File: config.mk
export PLATFORM = sky130hd
export DESIGN_NAME = cic_decim
export DESIGN_NICKNAME = d
export VERILOG_FILES = /design/src/rtl/cic_pkg.sv /design/src/rtl/cic_ctrl.sv /design/src/rtl/cic_datapath.sv /design/src/rtl/cic_decim.sv
export SDC_FILE = /design/constraint.sdc
export NUM_CORES = 1
export LEC_CHECK = 0
export BUFFER_PORTS_ARGS = -buffer_cell sky130_fd_sc_hd__buf_2
export CORE_MARGIN = 2
export CORE_UTILIZATION = 55
export DETAILED_ROUTE_END_ITERATION = 10
export GPL_TIMING_DRIVEN = 0
export PLACE_DENSITY = 0.73
export SLEW_MARGIN = 30
export SYNTH_ARGS = -nofsm -noshare
export SYNTH_HDL_FRONTEND = slang
export SYNTH_SLANG_ARGS = --single-unit
File: constraint.sdc
create_clock -name clk -period 3.7 [get_ports clk]
set_input_delay 0.555 -clock clk [delete_from_list [all_inputs] [get_ports clk]]
set_output_delay 0.555 -clock clk [all_outputs]
set_load 0.02 [all_outputs]
File: src/rtl/cic_pkg.sv
package cic_pkg;
  typedef struct packed {
    logic clear;   // synchronous clear for every datapath register
    logic sample;  // decimation instant: run combs, load output
  } cic_strobe_t;
endpackage

File: src/rtl/cic_ctrl.sv
module cic_ctrl
  import cic_pkg::*;
#(
  parameter int DECIM_LOG2 = 10
) (
  input  logic        clk,
  input  logic        rst,
  output cic_strobe_t ctl
);
  logic [DECIM_LOG2-1:0] phaseCnt;

  always_ff @(posedge clk) begin
    if (rst) phaseCnt <= '0;
    else     phaseCnt <= phaseCnt + 1'b1;
  end

  always_comb begin
    ctl.clear  = rst;
    ctl.sample = (phaseCnt == {DECIM_LOG2{1'b1}});
  end


  sample_pulse_chk: assert property (@(posedge clk) disable iff (rst)
    ctl.sample |=> !ctl.sample);
endmodule

File: src/rtl/cic_datapath.sv
module cic_datapath
  import cic_pkg::*;
#(
  parameter int STAGES     = 2,
  parameter int DECIM_LOG2 = 10,
  parameter int ALIGN      = 1020,
  parameter int WIDTH      = 22
) (
  input  logic                    clk,
  input  cic_strobe_t             ctl,
  input  logic                    bitIn,
  output logic signed [WIDTH-1:0] wordOut,
  output logic                    wordValid
);
  localparam logic signed [WIDTH-1:0] FULL_SCALE = WIDTH'(1) << (STAGES * DECIM_LOG2);

  // alignment shift register at the modulator rate
  logic [ALIGN-1:0] alignSr;
  generate
    if (ALIGN > 1) begin : g_srLong
      always_ff @(posedge clk) begin
        if (ctl.clear) alignSr <= '0;
        else           alignSr <= {alignSr[ALIGN-2:0], bitIn};
      end
    end else begin : g_srShort
      always_ff @(posedge clk) begin
        if (ctl.clear) alignSr <= '0;
        else           alignSr <= bitIn;
      end
    end
  endgenerate

  logic             tapBit;
  logic [WIDTH-1:0] stepVal;
  assign tapBit  = alignSr[ALIGN-1];
  assign stepVal = tapBit ? WIDTH'(1) : {WIDTH{1'b1}};

  // integrators, wrap-around accumulation
  logic [STAGES-1:0][WIDTH-1:0] integ;
  always_ff @(posedge clk) begin
    if (ctl.clear) begin
      integ <= '0;
    end else begin
      integ[0] <= integ[0] + stepVal;
      for (int i = 1; i < STAGES; i++) integ[i] <= integ[i] + integ[i-1];
    end
  end

  // comb chain at the decimated rate
  logic [STAGES:0][WIDTH-1:0]   combVal;
  logic [STAGES-1:0][WIDTH-1:0] combDly;
  always_comb begin
    combVal[0] = integ[STAGES-1];
    for (int i = 0; i < STAGES; i++) combVal[i+1] = combVal[i] - combDly[i];
  end

  always_ff @(posedge clk) begin
    if (ctl.clear) begin
      combDly   <= '0;
      wordOut   <= '0;
      wordValid <= 1'b0;
    end else begin
      wordValid <= ctl.sample;
      if (ctl.sample) begin
        for (int i = 0; i < STAGES; i++) combDly[i] <= combVal[i];
        wordOut <= $signed(combVal[STAGES]);
      end
    end
  end


  valid_follows_sample_chk: assert property (@(posedge clk) disable iff (ctl.clear)
    ctl.sample |=> wordValid);

  word_hold_chk: assert property (@(posedge clk) disable iff (ctl.clear)
    !ctl.sample |=> $stable(wordOut));

  word_range_chk: assert property (@(posedge clk) disable iff (ctl.clear)
    wordValid |-> (wordOut <= FULL_SCALE && wordOut >= -FULL_SCALE));
endmodule

File: src/rtl/cic_decim.sv
module cic_decim
  import cic_pkg::*;
#(
  parameter int MOD_ORDER  = 1,
  parameter int DECIM_LOG2 = 10
) (
  input  logic                                          clk,
  input  logic                                          rst,
  input  logic                                          bitIn,
  output logic signed [(MOD_ORDER+1)*DECIM_LOG2+1:0]    wordOut,
  output logic                                          wordValid
);
  localparam int STAGES = MOD_ORDER + 1;
  localparam int DECIM  = 1 << DECIM_LOG2;
  localparam int PATH   = STAGES + 2;
  localparam int ALIGN  = DECIM - PATH;
  localparam int WIDTH  = STAGES * DECIM_LOG2 + 2;

  cic_strobe_t ctl;

  cic_ctrl #(.DECIM_LOG2(DECIM_LOG2)) u_ctrl (
    .clk (clk),
    .rst (rst),
    .ctl (ctl)
  );

  cic_datapath #(
    .STAGES     (STAGES),
    .DECIM_LOG2 (DECIM_LOG2),
    .ALIGN      (ALIGN),
    .WIDTH      (WIDTH)
  ) u_dp (
    .clk       (clk),
    .ctl       (ctl),
    .bitIn     (bitIn),
    .wordOut   (wordOut),
    .wordValid (wordValid)
  );
endmodule

==> reports/qor.yml, run 1 <==
core_mm2: 0.0632
io_pins: 26
critical-path-top-delay-family: "compound AO/OA/AOI/OAI gates"
crit_chain: "inv_1 -> ha_1 -> nand2b_4 -> a21oi_4 -> o21ai_1 -> a21boi_1 -> o21a_1 -> or3_1 -> and2_1 -> ha_4 -> nand3_1 -> a21oi_2 -> a2111oi_4 -> buf_4 -> o311ai_4 -> a211oi_2 -> nor2b_1 -> a211o_1"
min_from: "bitIn"
cp-start-kind: "flop"
p_per_area_mw_per_mm2: 768
fin_crit_sh_pct: 105
fmax_ghz: 0.258
clk_path_buf_depth: 3
seq_area_frac_synth_pct: 65.0
r2r-end: "u_dp.wordOut[21]"
placed_cells: 4029
clk_latency_ns: 0.68
vias: 20000
fin_skew_ns: 0.0520
via_per_inst: 4.69
grt_pass1_vias: 20000
ys.flop_type: "dfxtp_1"
yosysUniqueCellTypes: 62
rsz0062_at_grt: "true"
cts_tree: "done"
syn-num-nets: 3249
r2r-start: "u_dp.combDly[1]"
synthMuxAreaShare_pct: 0.0925
synth_area_per_cell_um2: 11.1
wirelength_um: 54800
crit_start: "u_dp.combDly[1]"
clock-sinks: 1141
fin_crit_ns: 3.88
fp.dieW_um: 257
syn2layout_area_growth_pct: 15.5
setup_viol: 3
ir_worst_vdd_uv: 568
synthArstFlopShare_pct: 0
slew_viol_final: 0
drc: 0
nNetsFinal: 3410
cpPeakStageDelay_ns: 0.35
place_congestion: 0.894
grt_pass1_wl_um: 93500
track_usage_pct: 16.7
die_h_um: 257
endpoint_kind: "flop"
preCtsSetupSlack_ns: -0.617
overflow: 0
finalHoldViolations: 0
slew_headroom_pct: 35.4
rrSetupSlack_ns: -0.18
hpwlAfterDp_um: 33700
p_leak_nw: 16.0
finalNonFillerCells: 4256
cts_root_buffer: "clkbuf_16"
io_buffers: 25
synth_top_family_by_area: "simple AND/OR/NAND/NOR gates"
path_buf_inv: 2
holdCritPathClass: "in2reg"
arrival_ns: 4.40
wl_per_cell_um: 12.9
crit_slowest_cell: "dfxtp_2"
synth_fa_ha_area_share_pct: 3.22
dr.first_iter.drc_count: 828
regArea_mm2: 0.0229
worstMarginPinSlew_ns: 0.969
drive_above_1_share_pct: 9.33
worstSetupPathType: "reg2reg"
fp.dieArea_mm2: 0.0660
grt_antenna_before_repair: 0
htreeDepth: 3
rows: 92
required_ns: 4.22
antenna_left: 0
n_antenna_cell: 0
endpoint: "u_dp.wordOut[21]"
synthSimpleGateAreaFrac_pct: 22.4
start_util_pct: 55.6
utilization_pct: 64.3
multi_input_area_mm2: 0.0119
dr.pass1.iters: 5
fillers: 4699
maxCapViolations: 0
hold_ws_ns: 0.0899
synth_edf_count: 0
layout_commonest_cell: "dfxtp_1"
netlist_instances: 3158
reg2regPathDepth: 18
cts_buffers: 105
ys_ff_latch: 1141
grt_max_degree: 22
path_depth: 18
syn_area_mm2: 0.0352
final_cell_mix: "dfxtp_1 (1130), nor2b_1 (1037), clkbuf_1 (163)"
violations: "negative setup slack"
yosysWarnings: 0
setup_tns_ns: -0.417
clk_pin_slew_ns: 0.06
synth-xor-area-share_pct: 1.79
synth_compound_area_share_pct: 5.28
outcome: "finished, violations left"
critical_path.max_fanout: 6
fin_ws_ns: -0.177
==> worst register-to-register path: cells and delay by family (launching register included) <==
family	cells	cell delay, ns
AOI/OAI and AO/OA	9	1.62
and+or+nand+nor	5	0.91
adders and majority gates	2	0.63
DFF	1	0.35
buffers and inverters	2	0.23
==> Yosys cell counts (11+ instances only) <==
cell type | number | area share, %
dfxtp_1 | 1141 | 65
nor2b_1 | 1037 | 18
nand2_1 | 146 | 1.6
clkbuf_1 | 143 | 1.5
a21oi_1 | 117 | 1.7
nor2_1 | 86 | 0.92
ha_1 | 84 | 3.0
inv_1 | 67 | 0.72
xnor2_1 | 43 | 1.1
o21ai_0 | 39 | 0.56
a21o_1 | 27 | 0.58
xor2_1 | 26 | 0.65
nor3_1 | 21 | 0.30
o21a_1 | 19 | 0.41
nand3_1 | 16 | 0.23
a211oi_1 | 11 | 0.23
==> worst min-delay path by stage <==
| stage | end | slack, ns | cells past startpoint |
|---|---|---|---|
| after floorplan | u_dp.alignSr[1000] | 0.41 | 1 |
| after global placement | u_dp.alignSr[343] | 0.42 | 1 |
| after detailed placement | u_dp.alignSr[978] | 0.42 | 1 |
| after CTS | u_dp.alignSr[0] | 0.05 | 2 |
| after global routing | u_dp.alignSr[0] | 0.08 | 2 |
| final | u_dp.alignSr[0] | 0.09 | 2 |
==> through the flow <==
stage / total power [mW] / cell area [um2]
floorplan: 17.7 / 35200
global placement: 18.7 / 36400
detailed placement: 18.8 / 36400
CTS: 30.9 / 40400
global route: 32.7 / 40600
finish: 31.2 / 40600
==> registers in the layout (all words and copies together), names as in the netlist <==
register / count
u_ctrl.phaseCnt: 10
u_dp.alignSr: 1020
u_dp.combDly: 44
u_dp.combVal: 22
u_dp.integ: 22
u_dp.wordOut: 22
u_dp.wordValid: 1
==> final cells by class <==
cell class	instances	area share (%)
flip-flops and latches	1141	56.3
well taps	846	2.61
plain buffers	142	1.32
multi-input cells	1804	29.2
clock buffers	160	7.72
repair buffers	58	0.927
inverters	67	0.619
clock inverters	38	1.32
==> power by group <==
part | switching (mW) | total, mW | internal [mW]
registers | 0.165 | 12.6 | 12.5
logic | 4.12 | 7.52 | 3.40
clock network | 4.55 | 11.0 | 6.46
total | 8.84 | 31.2 | 22.3
==> logic make-up after synthesis <==
kind of cell,after synthesis
simple gates,1356
buf+inv,213
compound gates,287
mux,3
xor+xnor,70
fa+ha+maj,88
flops,1141
==> layer usage <==
metal  up-vias  track usage, %  wire length (um)  part of all wire (%)
li1      10300               -                 -                     -
met1      9309            22.5             26400                    48
met2       258            26.6             24900                    45
met3       112            3.50              1940                   3.5
met4         0            5.86              1520                   2.8
met5         -               0                 0                     0
==> repair_timing <==
item	CTS	global route
pin swaps	33	39
endpoints found under the setup margin	11	12
setup buffers	24	9
hold buffers	0	0
cloned	0	0
gates resized for setup	58	32
Power figures use the tool's default switching activity.
==> run 2: changes to the inputs <==
--- a/config.mk
+++ b/config.mk
@@ -14,4 +14,5 @@
 export SLEW_MARGIN = 30
 export SYNTH_ARGS = -nofsm -noshare
 export SYNTH_HDL_FRONTEND = slang
+export SYNTH_HIERARCHICAL = 1
 export SYNTH_SLANG_ARGS = --single-unit
==> run 2 against run 1 <==
The flow still finishes with violations (negative setup slack). Cell area rose by 0.35%. First-iteration DRC count fell by 4.0%. Non-clock buffer count rose by 3. Clock power barely moved. Core utilization rose by 0.23 points. Clock skew fell by 0.038 ns. Final cell count fell by 1.1%. Worst hold slack improved by 0.032 ns. Global-route usage fell by 0.33 points.
==> reports/qor.yml, run 2 <==
outcome: "finished, violations left"
violations: "negative setup slack"
p_leak_nw: 16.2
clock-sinks: 1141
seqPwrFrac_pct: 40.2
htreeDepth: 3
holdCritPathClass: "in2reg"
synthArstFlopShare_pct: 0
largest_reg_flops: 1020
utilization_pct: 64.5
reg2regPathDepth: 22
dr.first_iter.drc_count: 795
fin_ws_ns: -0.334
netlist_instances: 3104
cts_root_buffer: "clkbuf_16"
grt_antenna_before_repair: 0
syn-num-nets: 3195
required_ns: 4.20
ys.flop_type: "dfxtp_1"
io_pins: 26
yosysUniqueCellTypes: 74
p_per_area_mw_per_mm2: 772
grt_max_degree: 22
cts_tree: "done"
slew_headroom_pct: 35.8
drc: 0
io_buffers: 25
worstMarginPinSlew_ns: 0.964
grt_pass1_wl_um: 91900
track_usage_pct: 16.3
endpoint_kind: "flop"
fin_skew_ns: 0.0143
ys_ff_latch: 1141
critical_path.max_fanout: 2
synth_top_area_cell: "dfxtp_1"
final_area_mm2: 0.0408
n_antenna_cell: 0
place_area_mm2: 0.0364
layout_commonest_cell: "dfxtp_1"
holdPathStages: 2
cp-start-kind: "flop"
max_flop_register: "u_dp/alignSr"
antenna_left: 0
grt_pass1_vias: 19700
die_h_um: 257
arrival_ns: 4.54
place_congestion: 0.887
drive_above_1_share_pct: 10.0
finalHoldViolations: 0
final_cell_mix: "dfxtp_1 (1135), nor2b_1 (1033), clkbuf_1 (147)"
worstSetupPathType: "reg2reg"
synth_edf_count: 0
fin_crit_ns: 4.03
maxCapViolations: 0
rrSetupSlack_ns: -0.33
rows: 92
clk_latency_ns: 0.65
p_int_mw: 22.7
yosys.cell_count.top_type: "dfxtp_1"
largestRegisters: "u_dp/alignSr x1020, u_dp/combDly x44"
setup_viol: 7
fin_crit_sh_pct: 109
start_util_pct: 55.7
r2r-end: "u_dp/wordOut[21]"
clk_path_buf_depth: 3
netSwitchingFraction_pct: 27.9
nNetsFinal: 3365
overflow: 0
yosysWarnings: 6
fmax_ghz: 0.248
cts_buffers: 107
hpwlAfterDp_um: 32500
fp.dieW_um: 257
yosys-top-cells-count: "dfxtp_1 (1141), nor2b_1 (1036), nor2_1 (147), clkbuf_1 (136), ha_1 (84)"
wirelength_um: 54100
vias: 19500
via_per_inst: 4.65
seq_area_frac_synth_pct: 64.9
min_from: "bitIn"
rsz0062_at_grt: "true"
r2r-start: "u_dp/combVal[0]"
clk_pin_slew_ns: 0.06
yosys-top-cells-area: "dfxtp_1 (65%), nor2b_1 (18%), ha_1 (3.0%)"
syn2layout_area_growth_pct: 15.8
p_switching_mw: 8.79
slew_viol_final: 0
synth_area_per_cell_um2: 11.3
pwr-share-comb_pct: 24.3
wl_per_cell_um: 12.9
crit_start: "u_dp/combVal[0]"
syn_area_mm2: 0.0352
endpoint: "u_dp/wordOut[21]"
dr.pass1.iters: 5
synth_top_cell_area_share_pct: 64.9
core_mm2: 0.0632
fp.dieArea_mm2: 0.0660
p_clk_share_pct: 35.5
ir_worst_vdd_uv: 501
[run 2: cell types whose count changed after synthesis, sizes merged, moves of 6 or more]
cell,change
a31o,-6
o21a,-10
o21bai,+6
o21ai,-8
mux2i,+47
nand2,-98
clkbuf,-7
nor2,+60
a21oi,-53
[run 2: worst min path at each step]
stage | end | slack [ns]
after floorplan | u_dp/alignSr[1000] | 0.41
after global routing | u_dp/alignSr[0] | 0.14
after detailed placement | u_dp/alignSr[229] | 0.42
final | u_dp/alignSr[0] | 0.12
after CTS | u_dp/alignSr[0] | 0.08
after global placement | u_dp/alignSr[125] | 0.42
[run 2: area by class of cell]
class | count | area (um2)
clock inverters | 41 | 477
plain buffers | 143 | 554
fillers | 4630 | 22400
multi-input cells | 1748 | 11900
well taps | 846 | 1060
repair buffers | 60 | 404
repair inverters | 1 | 5.00
clock buffers | 156 | 3250
flip-flops and latches | 1141 | 22800
inverters | 72 | 274
[run 2: power by group through the flow]
stage / sequential (mW) / combinational (mW) / clock, mW
after global routing: 12.6 / 8.34 / 11.9
after detailed placement: 12.9 / 6.11 / 0
after floorplan: 12.8 / 5.07 / 0
final: 12.6 / 7.65 / 11.2
after global placement: 12.9 / 5.91 / 0
after CTS: 12.6 / 6.57 / 11.4
[run 2: routing by layer]
metal	track usage, %	vias up	part of all wire, %	wire (um)
met2	26.2	293	45	24300
li1	-	10200	-	-
met4	6.41	0	3.2	1710
met5	0	-	0	0
met3	3.41	136	3.6	1920
met1	21.7	8962	48	26200
[run 2: kinds of logic (layout without fill, tap and decap cells)]
kind of cell               count (synthesis)  count (layout)  synth area share (%)
DFF                                     1141            1141                  64.9
muxes                                     52              52                  1.49
xor gates and xnor gates                  69              69                  1.72
buffers and inverters                    215             473                  2.31
AOI/OAI and AO/OA                        220             220                  4.29
adders and majority gates                 88              88                  3.21
and+or+nand+nor                         1319            1319                  22.1
[run 2: metrics by stage]
step / setup WS [ns] / power (mW) / setup TNS (ns) / instances / hold slack (ns)
final: -0.334 / 31.4 / -1.21 / 4208 / 0.121
after global routing: -0.511 / 32.9 / -2.76 / 4208 / 0.141
after CTS: -0.316 / 30.6 / -1.22 / 4187 / 0.0799
after detailed placement: -0.511 / 19.0 / -2.39 / 3975 / 0.421
after global placement: -0.432 / 18.8 / -3.51 / 3975 / 0.417
after floorplan: 0.0106 / 17.9 / 0 / 3104 / 0.414
[run 2: what timing repair did]
item                       CTS  global route
resized for setup           20            54
pin swaps                   26            35
setup endpoints to repair    9            17
gates cloned                 0             1
setup buffers               15            21
hold buffers                 0             0
[run 2: critical path, stage by stage, from the launching register on]
cell       delay (ns)
dfxtp_2          0.35
inv_2            0.05
ha_4             0.15
fa_2             0.34
nor2b_2          0.14
o21ai_2          0.08
nand2_1          0.10
a41oi_2          0.14
nand2b_1         0.14
a21oi_2          0.07
a2bb2oi_2        0.14
nor2b_4          0.15
xnor2_2          0.14
ha_2             0.35
and4_4           0.25
nand2_4          0.06
a211oi_4         0.18
o21a_2           0.23
o41ai_4          0.10
a221oi_2         0.28
xnor2_1          0.19
xnor2_1          0.16
o22ai_1          0.09
